--- src/rtl/cmd_serial_port_pkg.sv ---
package cmd_serial_port_pkg;
   localparam int CMD_W = 8;
   localparam logic [2:0] SEL_CMD   = 3'd0;
   localparam logic [2:0] SEL_SETUP = 3'd1;
   localparam logic [2:0] SEL_CLK   = 3'd2;
   localparam logic [2:0] SEL_RES   = 3'd3;
   typedef enum logic {PH_CMD, PH_XFER} phase_e;
endpackage

--- src/rtl/cp_insync.sv ---
module cp_insync #(
   parameter int          W       = 3,
   parameter int          STAGES  = 2,
   parameter logic [W-1:0] RST_VAL = '1
) (
   input  logic         clk,
   input  logic         rst_n,
   input  logic [W-1:0] d,
   output logic [W-1:0] q
);
   generate
      if (STAGES == 0) begin : g_pass
         logic unused_ok;
         assign unused_ok = clk ^ rst_n;
         assign q = d;
      end else begin : g_chain
         logic [W-1:0] pipe [STAGES];
         always_ff @(posedge clk or negedge rst_n) begin
            if (!rst_n) begin
               for (int i = 0; i < STAGES; i++) pipe[i] <= RST_VAL;
            end else begin
               pipe[0] <= d;
               for (int i = 1; i < STAGES; i++) pipe[i] <= pipe[i-1];
            end
         end
         assign q = pipe[STAGES-1];
      end
   endgenerate
endmodule

--- src/rtl/cp_edge.sv ---
module cp_edge (
   input  logic clk,
   input  logic rst_n,
   input  logic s,
   output logic rise,
   output logic fall
);
   logic prev;
   always_ff @(posedge clk or negedge rst_n) begin
      if (!rst_n) prev <= 1'b1;
      else        prev <= s;
   end
   assign rise = s & ~prev;
   assign fall = ~s & prev;
endmodule

--- src/rtl/cp_onesrun.sv ---
module cp_onesrun #(
   parameter int RUN_LEN = 32
) (
   input  logic clk,
   input  logic rst_n,
   input  logic sample,
   input  logic bit_in,
   output logic fire,
   output logic hold
);
   localparam int CNT_W = $clog2(RUN_LEN + 1);
   localparam logic [CNT_W-1:0] TOP = CNT_W'(RUN_LEN);
   logic [CNT_W-1:0] cnt;

   always_ff @(posedge clk or negedge rst_n) begin
      if (!rst_n) cnt <= '0;
      else if (sample) begin
         if (!bit_in)          cnt <= '0;
         else if (cnt != TOP)  cnt <= cnt + CNT_W'(1);
      end
   end
   assign fire = sample & bit_in & (cnt == TOP - CNT_W'(1));
   assign hold = sample & bit_in & (cnt == TOP);
endmodule

--- src/rtl/cp_resultreg.sv ---
module cp_resultreg #(
   parameter int W = 16
) (
   input  logic         clk,
   input  logic         rst_n,
   input  logic         load,
   input  logic [W-1:0] load_data,
   input  logic         rd_done,
   output logic [W-1:0] result_q,
   output logic         drdy_n
);
   logic [W-1:0] stage;
   logic         pend;
   always_ff @(posedge clk or negedge rst_n) begin
      if (!rst_n) begin
         stage    <= '0;
         pend     <= 1'b0;
         result_q <= '0;
         drdy_n   <= 1'b1;
      end else if (load) begin
         stage  <= load_data;
         pend   <= 1'b1;
         drdy_n <= 1'b1;
      end else if (pend) begin
         result_q <= stage;
         pend     <= 1'b0;
         drdy_n   <= 1'b0;
      end else if (rd_done) begin
         drdy_n <= 1'b1;
      end
   end
endmodule

--- src/rtl/cmd_serial_port.sv ---
module cmd_serial_port
   import cmd_serial_port_pkg::*;
#(
   parameter int          DATA_W      = 16,
   parameter int          REG_W       = 8,
   parameter int          SYNC_STAGES = 2,
   parameter int          RUN_LEN     = 32,
   parameter logic [7:0]  SETUP_RST   = 8'h01,
   parameter logic [7:0]  CLK_RST     = 8'h05
) (
   input  logic              clk,
   input  logic              rst_n,
   input  logic              cs_n,
   input  logic              sclk,
   input  logic              din,
   output logic              dout,
   output logic              dout_en,
   output logic              drdy_n,
   input  logic              new_valid,
   input  logic [DATA_W-1:0] new_data,
   output logic [REG_W-1:0]  setup_q,
   output logic [REG_W-1:0]  clkdiv_q
);
   localparam int CW = $clog2(DATA_W + 1);
   localparam logic [CW-1:0] LAST_CMD = CW'(CMD_W - 1);
   localparam logic [CW-1:0] LAST_REG = CW'(REG_W - 1);
   localparam logic [CW-1:0] LAST_DAT = CW'(DATA_W - 1);

   generate
      if (REG_W < CMD_W || DATA_W < REG_W || RUN_LEN < 2 || SYNC_STAGES < 0) begin : g_bad_cfg
         $error("cmd_serial_port: unsupported parameter set");
      end
   endgenerate

   logic cs_n_s, sclk_s, din_s, rise, fall, sample, drive;
   logic rs_fire, rs_hold, rd_done;
   logic [DATA_W-1:0] result_q, rd_value;

   cp_insync #(.W(3), .STAGES(SYNC_STAGES), .RST_VAL(3'b111)) u_sync (
      .clk(clk), .rst_n(rst_n), .d({cs_n, sclk, din}), .q({cs_n_s, sclk_s, din_s}));
   cp_edge u_edge (.clk(clk), .rst_n(rst_n), .s(sclk_s), .rise(rise), .fall(fall));

   assign sample  = rise & ~cs_n_s;
   assign drive   = fall & ~cs_n_s;
   assign dout_en = ~cs_n_s;

   cp_onesrun #(.RUN_LEN(RUN_LEN)) u_run (
      .clk(clk), .rst_n(rst_n), .sample(sample), .bit_in(din_s),
      .fire(rs_fire), .hold(rs_hold));

   phase_e            phase;
   logic [6:0]        cmd_q;
   logic [CW-1:0]     bitcnt;
   logic [REG_W-2:0]  sh_in;
   logic [DATA_W-1:0] sh_out;
   logic [2:0]        sel;
   logic              rd, last_bit, in_xfer, bit_idle;

   assign sel      = cmd_q[6:4];
   assign rd       = cmd_q[3];
   assign in_xfer  = (phase == PH_XFER);
   assign bit_idle = (bitcnt == '0);
   assign last_bit = (sel == SEL_RES) ? (bitcnt == LAST_DAT) : (bitcnt == LAST_REG);
   assign rd_done  = sample & ~rs_fire & in_xfer & rd & (sel == SEL_RES) & last_bit;

   always_comb begin
      case (sel)
         SEL_CMD:   rd_value = DATA_W'({drdy_n, cmd_q}) << (DATA_W - CMD_W);
         SEL_SETUP: rd_value = DATA_W'(setup_q) << (DATA_W - REG_W);
         SEL_CLK:   rd_value = DATA_W'(clkdiv_q) << (DATA_W - REG_W);
         SEL_RES:   rd_value = result_q;
         default:   rd_value = '0;
      endcase
   end

   cp_resultreg #(.W(DATA_W)) u_res (
      .clk(clk), .rst_n(rst_n), .load(new_valid), .load_data(new_data),
      .rd_done(rd_done), .result_q(result_q), .drdy_n(drdy_n));

   always_ff @(posedge clk or negedge rst_n) begin
      if (!rst_n) begin
         phase    <= PH_CMD;
         cmd_q    <= '0;
         bitcnt   <= '0;
         sh_in    <= '0;
         setup_q  <= REG_W'(SETUP_RST);
         clkdiv_q <= REG_W'(CLK_RST);
      end else if (cs_n_s) begin
         bitcnt <= '0;
      end else if (sample) begin
         if (rs_fire) begin
            phase  <= PH_CMD;
            bitcnt <= '0;
         end else if (!rs_hold) begin
            sh_in <= {sh_in[REG_W-3:0], din_s};
            if (phase == PH_CMD) begin
               if (bitcnt == LAST_CMD) begin
                  bitcnt <= '0;
                  cmd_q  <= {sh_in[5:0], din_s};
                  phase  <= (sh_in[5:3] == SEL_CMD && !sh_in[2]) ? PH_CMD : PH_XFER;
               end else begin
                  bitcnt <= bitcnt + CW'(1);
               end
            end else if (last_bit) begin
               bitcnt <= '0;
               phase  <= PH_CMD;
               if (!rd && sel == SEL_SETUP) setup_q  <= {sh_in, din_s};
               if (!rd && sel == SEL_CLK)   clkdiv_q <= {sh_in, din_s};
            end else begin
               bitcnt <= bitcnt + CW'(1);
            end
         end
      end
   end

   always_ff @(posedge clk or negedge rst_n) begin
      if (!rst_n) begin
         dout   <= 1'b0;
         sh_out <= '0;
      end else if (drive) begin
         if (in_xfer && rd) begin
            if (bit_idle) begin
               dout   <= rd_value[DATA_W-1];
               sh_out <= rd_value << 1;
            end else begin
               dout   <= sh_out[DATA_W-1];
               sh_out <= sh_out << 1;
            end
         end else begin
            dout <= 1'b0;
         end
      end
   end
endmodule

--- config.mk ---
export PLATFORM = sky130hd
export DESIGN_NAME = cmd_serial_port
export DESIGN_NICKNAME = d
export VERILOG_FILES = /design/src/rtl/cmd_serial_port_pkg.sv /design/src/rtl/cp_insync.sv /design/src/rtl/cp_edge.sv /design/src/rtl/cp_onesrun.sv /design/src/rtl/cp_resultreg.sv /design/src/rtl/cmd_serial_port.sv
export SDC_FILE = /design/constraint.sdc
export NUM_CORES = 1
export LEC_CHECK = 0
export ABC_AREA = 1
export BUFFER_PORTS_ARGS = -buffer_cell sky130_fd_sc_hd__buf_2
export CORE_MARGIN = 2
export CORE_UTILIZATION = 35
export DETAILED_ROUTE_END_ITERATION = 10
export PLACE_DENSITY = 0.58
export SYNTH_ARGS = -nofsm -noshare
export SYNTH_HDL_FRONTEND = slang
export SYNTH_SLANG_ARGS = --single-unit
--- constraint.sdc ---
create_clock -name clk -period 1.82 [get_ports clk]
set_clock_uncertainty 0.1 [all_clocks]
set_input_delay 0.091 -clock clk [delete_from_list [all_inputs] [get_ports clk]]
set_output_delay 0.091 -clock clk [all_outputs]
set_load 0.03 [all_outputs]
Yosys cells after proc, flatten, opt, wreduce, memory -nomap -nowiden

Index checks and enable logic that the tools add are counted.

Input bits: 22
Bits in latches: 0
Bits in writable memories: 0
Memories kept: 0
Output and inout port bits: 19
Bits in read-only memories: 0
Register bits after elaboration: 100
Word-level logic and storage cells: 92

$add $sub $neg: 2
Reduce and logical (&&, ||, !) cells: 20
Shifts and indexed selects: 0
Bitwise gates (word level): 19
Divide/modulo/power cells: 0
Mux-type cells: 24
Equality and inequality tests: 11
$mul: 0
Magnitude comparators: 0

Operators with widths:

| operator            | number |
|---|---|
| $pmux 16 s4         | 1 |
| $mux 5              | 7 |
| $mux 16             | 1 |
| $reduce_and 7->1    | 2 |
| $mux 1              | 13 |
| $and 1x1->1         | 12 |
| $mux 6              | 2 |
| $reduce_and 2->1    | 4 |
| $not 1->1           | 7 |
| $add 6x1->6 const B | 1 |
| $eq 3x2->1 const B  | 2 |
| $eq 6x5->1 const B  | 1 |
| $eq 6x6->1 const B  | 1 |
| $logic_not 3->1     | 2 |
| $ne 6x6->1 const B  | 1 |
| $reduce_and 6->1    | 1 |
| $add 5x1->5 const B | 1 |
| $eq 5x3->1 const B  | 1 |
| $eq 5x4->1 const B  | 1 |
| $logic_not 5->1     | 1 |
| $logic_and 1x1->1   | 4 |
| $reduce_and 4->1    | 1 |
| $eq 3x1->1 const B  | 1 |
| $ne 3x2->1 const B  | 1 |
| other kinds (6)     | 7 |

Logic depth before layout (Yosys ltp)

Gate-level depths: netlist of the first run.

Word-level depth: 14
Depth in mapped cells: 11
Depth with buffers taken out: 11

Cells and area by module

Synthesis of the first run repeated with hierarchy kept, for this count alone.

Cell total of the unflattened synthesis: 545
Area total of the unflattened synthesis: 4658.2 sq um

Modules (own cells, without submodules):

| module          | area an instance (sq um) | cells each | instances | sequential area each (sq um) |
|---|---|---|---|---|
| cmd_serial_port | 2697.6                   | 334        | 1         | 1305.0 |
| cp_resultreg    | 1343.8                   | 142        | 1         | 852.1 |
| cp_onesrun      | 395.4                    | 55         | 1         | 150.1 |
| cp_insync       | 180.2                    | 9          | 1         | 157.7 |
| cp_edge         | 41.3                     | 5          | 1         | 26.3 |

Worst setup path before layout of the first run

Ideal clock, no wire load.

Path type: flip-flop to flip-flop
Start: register u_sync.g_chain.pipe, in the netlist u_sync.q[2]
End: register setup_q[7]
Data arrival time: 1.563 ns
Period minus slack after synthesis: 1.781 ns
Cell stages (with the launch flop): 10
Setup time: 0.118 ns
Buffers on the path: 0
Path slack: 0.039 ns
Cells stage by stage: dfstp_2 -> inv_1 -> nand3_1 -> nor2_1 -> nand2_1 -> nand2_2 -> nor2_4 -> nand2_4 -> nand2_1 -> nand2_1

Longest elaborated chain between the ends: 6

Ends and longest elaborated chain:

| item                           | line                               | text |
|---|---|---|
| start: declaration             | cp_insync.sv:17                    | `logic [W-1:0] pipe [STAGES];` |
| $not 1->1 (no line) (*)        | --                                 |  |
| named net dout_en              | cmd_serial_port.sv:17              | `output logic dout_en,` |
| $and 1x1->1                    | cmd_serial_port.sv:43              | `assign sample = rise & ~cs_n_s;` |
| $and 1x1->1                    | cp_onesrun.sv:22, cp_onesrun.sv:23 |  |
| $and 1x1->1 (on tied branches) | cp_onesrun.sv:23, cp_onesrun.sv:22 |  |
| $not 1->1 (no line)            | --                                 |  |
| $reduce_and 7->1 (no line) (*) | --                                 |  |
| end signal: assignment         | cmd_serial_port.sv:86              | `setup_q <= REG_W'(SETUP_RST);` |
| end signal: assignment         | cmd_serial_port.sv:107             | `if (!rd && sel == SEL_SETUP) setup_q <= {sh_in, din_s};` |
| end: declaration               | cmd_serial_port.sv:21              | `output logic [REG_W-1:0] setup_q,` |

The timed path passes the listed nets; every way through them passes the cells marked *.
A chain may end at the register's enable or synchronous reset.

Worst setup path after layout of the first run

Start: register bitcnt[1]
End: register clkdiv_q[7]

Longest elaborated chain between the ends: 3

Ends and longest elaborated chain:

| item                                            | line                   | text |
|---|---|---|
| start: declaration                              | cmd_serial_port.sv:53  | `logic [CW-1:0] bitcnt;` |
| start signal: assignment                        | cmd_serial_port.sv:102 | `bitcnt <= bitcnt + CW'(1);` |
| start signal: assignment                        | cmd_serial_port.sv:110 | `bitcnt <= bitcnt + CW'(1);` |
| $eq 5x3->1 / $eq 5x4->1 (equally long branches) | cmd_serial_port.sv:63  | `assign last_bit = (sel == SEL_RES) ? (bitcnt == LAST_DAT) : (bitcnt == LAST_REG);` |
| $mux 1 (*)                                      | cmd_serial_port.sv:63  |  |
| $reduce_and 7->1 (no line) (*)                  | --                     |  |
| end signal: assignment                          | cmd_serial_port.sv:87  | `clkdiv_q <= REG_W'(CLK_RST);` |
| end signal: assignment                          | cmd_serial_port.sv:108 | `if (!rd && sel == SEL_CLK) clkdiv_q <= {sh_in, din_s};` |
| end: declaration                                | cmd_serial_port.sv:22  | `output logic [REG_W-1:0] clkdiv_q` |

Mark *: on every way between the ends. The rest lies on a longest branch, timed or not.

==> impl_metrics.json, run 1 <==
{
  "clockRootBuffer": "clkbuf_16",
  "final_common_cell": "nand2_1",
  "ant_nets": 0,
  "p_int_mw": 3.91,
  "synthesis.area_mm2": 0.00455,
  "syn-num-nets": 572,
  "crit_path_end_kind": "register",
  "worstPathRequired_ps": 1960,
  "fmax_mhz": 574,
  "drive_gt1_frac": 0.208,
  "dieArea_mm2": 0.0139,
  "yosysUniqueCellTypes": 28,
  "finalSetupViolCount": 0,
  "drt-vias-per-instance": 4.67,
  "r2r_start": "bitcnt[1]$_DFFE_PN0P_",
  "synth.largest_area_cell": "dfrtp_1",
  "ys_seq_area_frac": 0.547,
  "power_density_mw_per_mm2": 885,
  "synthFlopType": "dfrtp_1",
  "synth_top_area_frac": 0.484,
  "final.period_utilization": 0.957,
  "rows": 41,
  "switching_power_mw": 1.21,
  "layout_common_cells": "nand2_1 (181), dfrtp_1 (88), inv_1 (48), o21ai_0 (48), nand3_1 (42)",
  "cts_tree": "done",
  "p_comb_frac": 0.077,
  "grt_first_pass_wirelength_um": 17300,
  "finalSetupTns_ps": 0,
  "gp_congestion": 0.846,
  "p_leak_nw": 2.90,
  "io_buffers": 40,
  "seq_power_share": 0.484,
  "synth_area_leaders": "dfrtp_1 (48%), nand2_1 (15%), dfstp_2 (6.3%), o21ai_0 (5.4%), nand3_1 (4.7%)",
  "start_util": 0.359,
  "hpwl_um": 7250,
  "synth_warnings": 0,
  "final_nets": 651,
  "grt-ovfl-total": 0,
  "rsz0062_at_grt": "yes",
  "clkTransAtPathRegs_ps": 70,
  "max_slew_margin": 0.726,
  "grt_use_total": 0.154,
  "worst_pin_slew_ps": 411,
  "antenna_found_initial": 0,
  "maxSlewViolCount": 0,
  "start_kind": "register",
  "pre_cts_slack_ps": 12.2,
  "worstSetupPathType": "register to register",
  "finish.utilization": 0.456,
  "ys_ff_latch": 99,
  "hold_class": "input port to asynchronous set/reset pin",
  "status": "finished, final reports clean",
  "routedWlPerCell_um": 13.0,
  "fin_area_mm2": 0.00578,
  "ir_worst_vdd_uv": 740,
  "critPathMaxFanout": 8,
  "synthArstFlopShare": 1.00,
  "dpl_cell_area_mm2": 0.00507,
  "grt_max_degree": 36,
  "regToRegEndpoint": "clkdiv_q[7]$_DFFE_PN0P_",
  "ff2ff_path_depth": 11,
  "ios": 41,
  "seq_area_mm2": 0.00249,
  "rrSetupSlack_ps": 80,
  "first_pass_iters": 7,
  "antenna_cells": 0,
  "final.setup.worst_slack_ps": 77.5,
  "drtIter0Drc": 268,
  "wl_um": 10400,
  "area_growth_pct": 27.0,
  "die_x_um": 118,
  "die_h_um": 118,
  "clk_latency_ps": 350,
  "clkPwrFrac": 0.438,
  "hold_viol": 0,
  "fillCellCount": 1230,
  "synth_edf_count": 0,
  "cts_made_buffers": 9,
  "dr_total_vias": 3740,
  "core_area_mm2": 0.0127,
  "drc": 0,
  "timing.max_cap.violations": 0,
  "clockBufferDepth": 2,
  "critPathArrivalTime_ps": 1890,
  "synth_cells": 545,
  "post-route-min-period_ps": 1740,
  "ctsHtreeMaxLevel": 3,
  "grt_pass1_vias": 3485,
  "switching_share": 0.236,
  "avgSynthCellArea_um2": 8.36,
  "cts.sink_count": 99,
  "multi_input_area_mm2": 0.00186
}
[synthesized netlist by cell type (all sizes together) (6+ instances only)]
cell and number:
a21oi 9, nor2 40, dfrtp 88, inv 54, nand4 13, nand2 197
a31oi 7, clkbuf 13, buf 6, nand3 44, o21ai 52, dfstp 11
[critical path, cell delays in order (launching register included)]
cell	delay, ps
dfrtp_1	380
ha_2	210
nand2_2	60
nor2_2	110
ha_2	170
inv_2	50
nand2_4	90
nand2_8	80
nor2_8	160
nand2_4	100
nand2_1	80
nand2_1	50
[area by class of cell]
class,instances,share of cell area
Sequential cell,99,0.431
Multi-Input combinational cell,376,0.322
Timing Repair Buffer,84,0.113
Clock buffer,10,0.0413
Tap cell,172,0.0372
Inverter,54,0.0355
Clock inverter,6,0.0201
[state kept, by name (all words and copies together) (netlist names), 5 cells and up]
name,count
bitcnt,5
sh_in,7
u_res.result_q,16
u_run.cnt,6
clkdiv_q,8
setup_q,8
u_res.stage,16
cmd_q,7
sh_out,15
[through the flow]
stage,power (mW),std cells,hold slack [ps]
3_3_place_gp,2.84,758,-56.9
3_5_place_dp,2.86,758,-54.0
2_1_floorplan,2.67,545,-305
6_report,5.12,801,115
5_1_grt,5.32,801,157
4_1_cts,5.15,795,121
[cell families after synthesis]
logic type	synth area share
compound gates	0.0783
simple gates	0.292
flops	0.547
fa+ha+maj	0.0137
buf+inv	0.0651
xor+xnor	0.00385
[power by group through the flow]
stage | Combinational (mW) | Clock (mW) | Sequential (mW)
finish | 0.396 | 2.24 | 2.48
global route | 0.461 | 2.37 | 2.49
CTS | 0.382 | 2.29 | 2.47
detailed placement | 0.345 | 0 | 2.52
global placement | 0.334 | 0 | 2.51
floorplan | 0.202 | 0 | 2.47
[worst max-delay path by stage]
| stage | start | endpoint | cells after the start | slack, ps |
|---|---|---|---|---|
| after floorplan | u_sync.q[2]$_DFF_PN1_ | setup_q[7]$_DFFE_PN0P_ | 9 | 40 |
| after global placement | u_edge.prev$_DFF_PN1_ | setup_q[1]$_DFFE_PN0P_ | 9 | 40 |
| after detailed placement | u_sync.q[1]$_DFF_PN1_ | cmd_q[2]$_DFFE_PN0P_ | 7 | 10 |
| after CTS | bitcnt[1]$_DFFE_PN0P_ | setup_q[7]$_DFFE_PN0P_ | 11 | 6 |
| after global routing | bitcnt[1]$_DFFE_PN0P_ | clkdiv_q[5]$_DFFE_PN0P_ | 11 | -20 |
| final | bitcnt[1]$_DFFE_PN0P_ | clkdiv_q[7]$_DFFE_PN0P_ | 11 | 80 |
[repair_timing]
item                                   4_1_cts  5_1_grt
setup buffers                                0        3
resized for setup                            0       28
hold buffers                                21        0
setup endpoints to repair                    0       48
endpoints found under the hold margin      110        0
[layer usage]
metal / global-route usage / vias up / part of all wire
li1: - / 1901 / -
met1: 0.220 / 1769 / 0.48
met2: 0.236 / 58 / 0.47
met3: 0.0271 / 12 / 0.031
met4: 0.0542 / 0 / 0.015
met5: 0 / - / 0
Power figures use the tool's default switching activity.
==> run 2: changes to the inputs <==
CORE_UTILIZATION = 31   (was 35)
PLACE_DENSITY = 0.53   (was 0.58)
==> run 2 against run 1 <==
Utilization decreased by 6.1 points. Flip-flop and latch count unchanged. Combinational power shrank 2%. Non-clock buffer count rose by 2. Global-route usage decreased by 1.5 points. Critical endpoint is now setup_q[0]$_DFFE_PN1P_. Largest cell class unchanged.
==> impl_metrics.json, run 2 (same netlist as run 1, synthesis figures left out) <==
{
  "status": "finished, final reports clean",
  "ff2ff_path_depth": 9,
  "switching_share": 0.252,
  "ios": 41,
  "area_growth_pct": 25.1,
  "p_leak_nw": 2.87,
  "rows": 44,
  "layout_common_cells": "nand2_1 (179), dfrtp_1 (88), inv_1 (50)",
  "clk_latency_ps": 350,
  "crit_path_end": "setup_q[0]$_DFFE_PN1P_",
  "grt_first_pass_wirelength_um": 17600,
  "p_comb_frac": 0.082,
  "power_density_mw_per_mm2": 828,
  "critPathTopFamily": "simple AND/OR/NAND/NOR gates",
  "grt_max_degree": 39,
  "seq_area_mm2": 0.00249,
  "gp_congestion": 0.859,
  "ctsHtreeMaxLevel": 3,
  "rrSetupSlack_ps": 90,
  "cts_tree": "done",
  "reg.largest.list": "u_res.result_q (16), u_res.stage (16), sh_out (15)",
  "grt_pass1_vias": 3659,
  "drt-vias-per-instance": 4.56,
  "grt_use_total": 0.139,
  "cts.sink_count": 99,
  "cp_num_buf_inv": 1,
  "finalSetupViolCount": 0,
  "io_buffers": 40,
  "clockBufferDepth": 2,
  "clkTransAtPathRegs_ps": 70,
  "antenna_found_initial": 0,
  "crit_cells": 9,
  "worstSetupPathType": "register to register",
  "first_pass_iters": 4,
  "wl_um": 10300,
  "cp_slowest_cell": "dfrtp_1",
  "p_int_mw": 3.53,
  "rsz0062_at_grt": "yes",
  "antenna_cells": 0,
  "fin_area_mm2": 0.00570,
  "final.period_utilization": 0.948,
  "post-route-min-period_ps": 1730,
  "max_stage_delay_ps": 410,
  "cts_made_buffers": 9,
  "multi_input_area_mm2": 0.00184,
  "final_common_cell": "nand2_1",
  "dpl_cell_area_mm2": 0.00508,
  "hold_class": "input port to asynchronous set/reset pin",
  "final_nets": 652,
  "dr_total_vias": 3715,
  "start_util": 0.316,
  "switching_power_mw": 1.19,
  "fillCellCount": 1495,
  "regToRegEndpoint": "setup_q[0]$_DFFE_PN1P_",
  "seq_power_share": 0.524,
  "die_h_um": 125,
  "core_area_mm2": 0.0144,
  "max_slew_margin": 0.680,
  "cp_cell_sequence": "ha_1, nand3_1, nor2_1, nand2_1, nand2_2, nor2_4, buf_4, nand3_1, nand2_1",
  "drtIter0Drc": 246,
  "r2r_start": "u_run.cnt[0]$_DFFE_PN0P_",
  "drive_gt1_frac": 0.206,
  "fmax_mhz": 579,
  "critPathArrivalTime_ps": 1920,
  "worstSetupStartpoint": "u_run.cnt[0]$_DFFE_PN0P_",
  "grt-ovfl-total": 0,
  "p_total_mw": 4.72,
  "die_x_um": 125,
  "ir_worst_vdd_uv": 479,
  "clkPwrFrac": 0.394,
  "crit_path_end_kind": "register",
  "hpwl_um": 7430,
  "worst_pin_slew_ps": 480,
  "hold_viol": 0,
  "timing.max_cap.violations": 0,
  "start_kind": "register",
  "routedWlPerCell_um": 12.7,
  "worstPathRequired_ps": 2020,
  "critPathMaxFanout": 5,
  "drc": 0,
  "dieArea_mm2": 0.0157,
  "ant_nets": 0,
  "clockRootBuffer": "clkbuf_16",
  "maxSlewViolCount": 0
}
==> run 2: how the worst min path moves through the flow <==
stage / start / end / slack (ps) / cells after the start
3_5_place_dp: rst_n / sh_in[3]$_DFFE_PN0P_ / -10 / 1
3_3_place_gp: rst_n / sh_in[1]$_DFFE_PN0P_ / -20 / 1
4_1_cts: rst_n / clkdiv_q[6]$_DFFE_PN0P_ / 150 / 2
5_1_grt: rst_n / sh_in[5]$_DFFE_PN0P_ / 170 / 2
2_1_floorplan: rst_n / bitcnt[0]$_DFFE_PN0P_ / -300 / 0
6_report: rst_n / sh_in[5]$_DFFE_PN0P_ / 150 / 2
==> run 2: power groups by stage <==
stage / Clock (mW) / Sequential [mW] / Combinational (mW)
4_1_cts: 1.92 / 2.47 / 0.391
3_3_place_gp: 0 / 2.51 / 0.339
3_5_place_dp: 0 / 2.51 / 0.355
6_report: 1.86 / 2.47 / 0.387
2_1_floorplan: 0 / 2.47 / 0.202
5_1_grt: 2.01 / 2.49 / 0.453
==> run 2: metal layers <==
metal,vias up,GRT usage,wire (um)
met5,-,0,0
met3,6,0.0359,329
met2,49,0.219,4860
met4,0,0.0503,109
li1,1911,-,-
met1,1749,0.186,5010
==> run 2: layout make-up <==
type	count	area share
clock inverter	4	0.00593
inverter	54	0.0356
clock buffer	12	0.0450
multi-input combinational	375	0.324
sequential	99	0.437
tap	184	0.0404
timing repair buffer	86	0.112
==> run 2: stage by stage <==
| stage | worst slack (ps) | hold slack, ps | TNS, ps | utilization | instances |
|---|---|---|---|---|---|
| 6_report | 94.4 | 148 | 0 | 0.395 | 814 |
| 5_1_grt | -2.86 | 173 | -2.88 | 0.395 | 814 |
| 4_1_cts | 18.1 | 149 | 0 | 0.387 | 807 |
| 3_5_place_dp | 34.4 | -11.2 | 0 | 0.352 | 770 |
| 3_3_place_gp | 49.9 | -20.8 | 0 | 0.352 | 770 |
| 2_1_floorplan | 39.0 | -305 | 0 | - | 545 |
==> run 2: repair_timing <==
item                       4_1_cts  5_1_grt
setup endpoints to repair        0       39
hold endpoints to repair        75        0
setup buffers                    0        5
resized for setup                0       18
hold buffers                    21        0
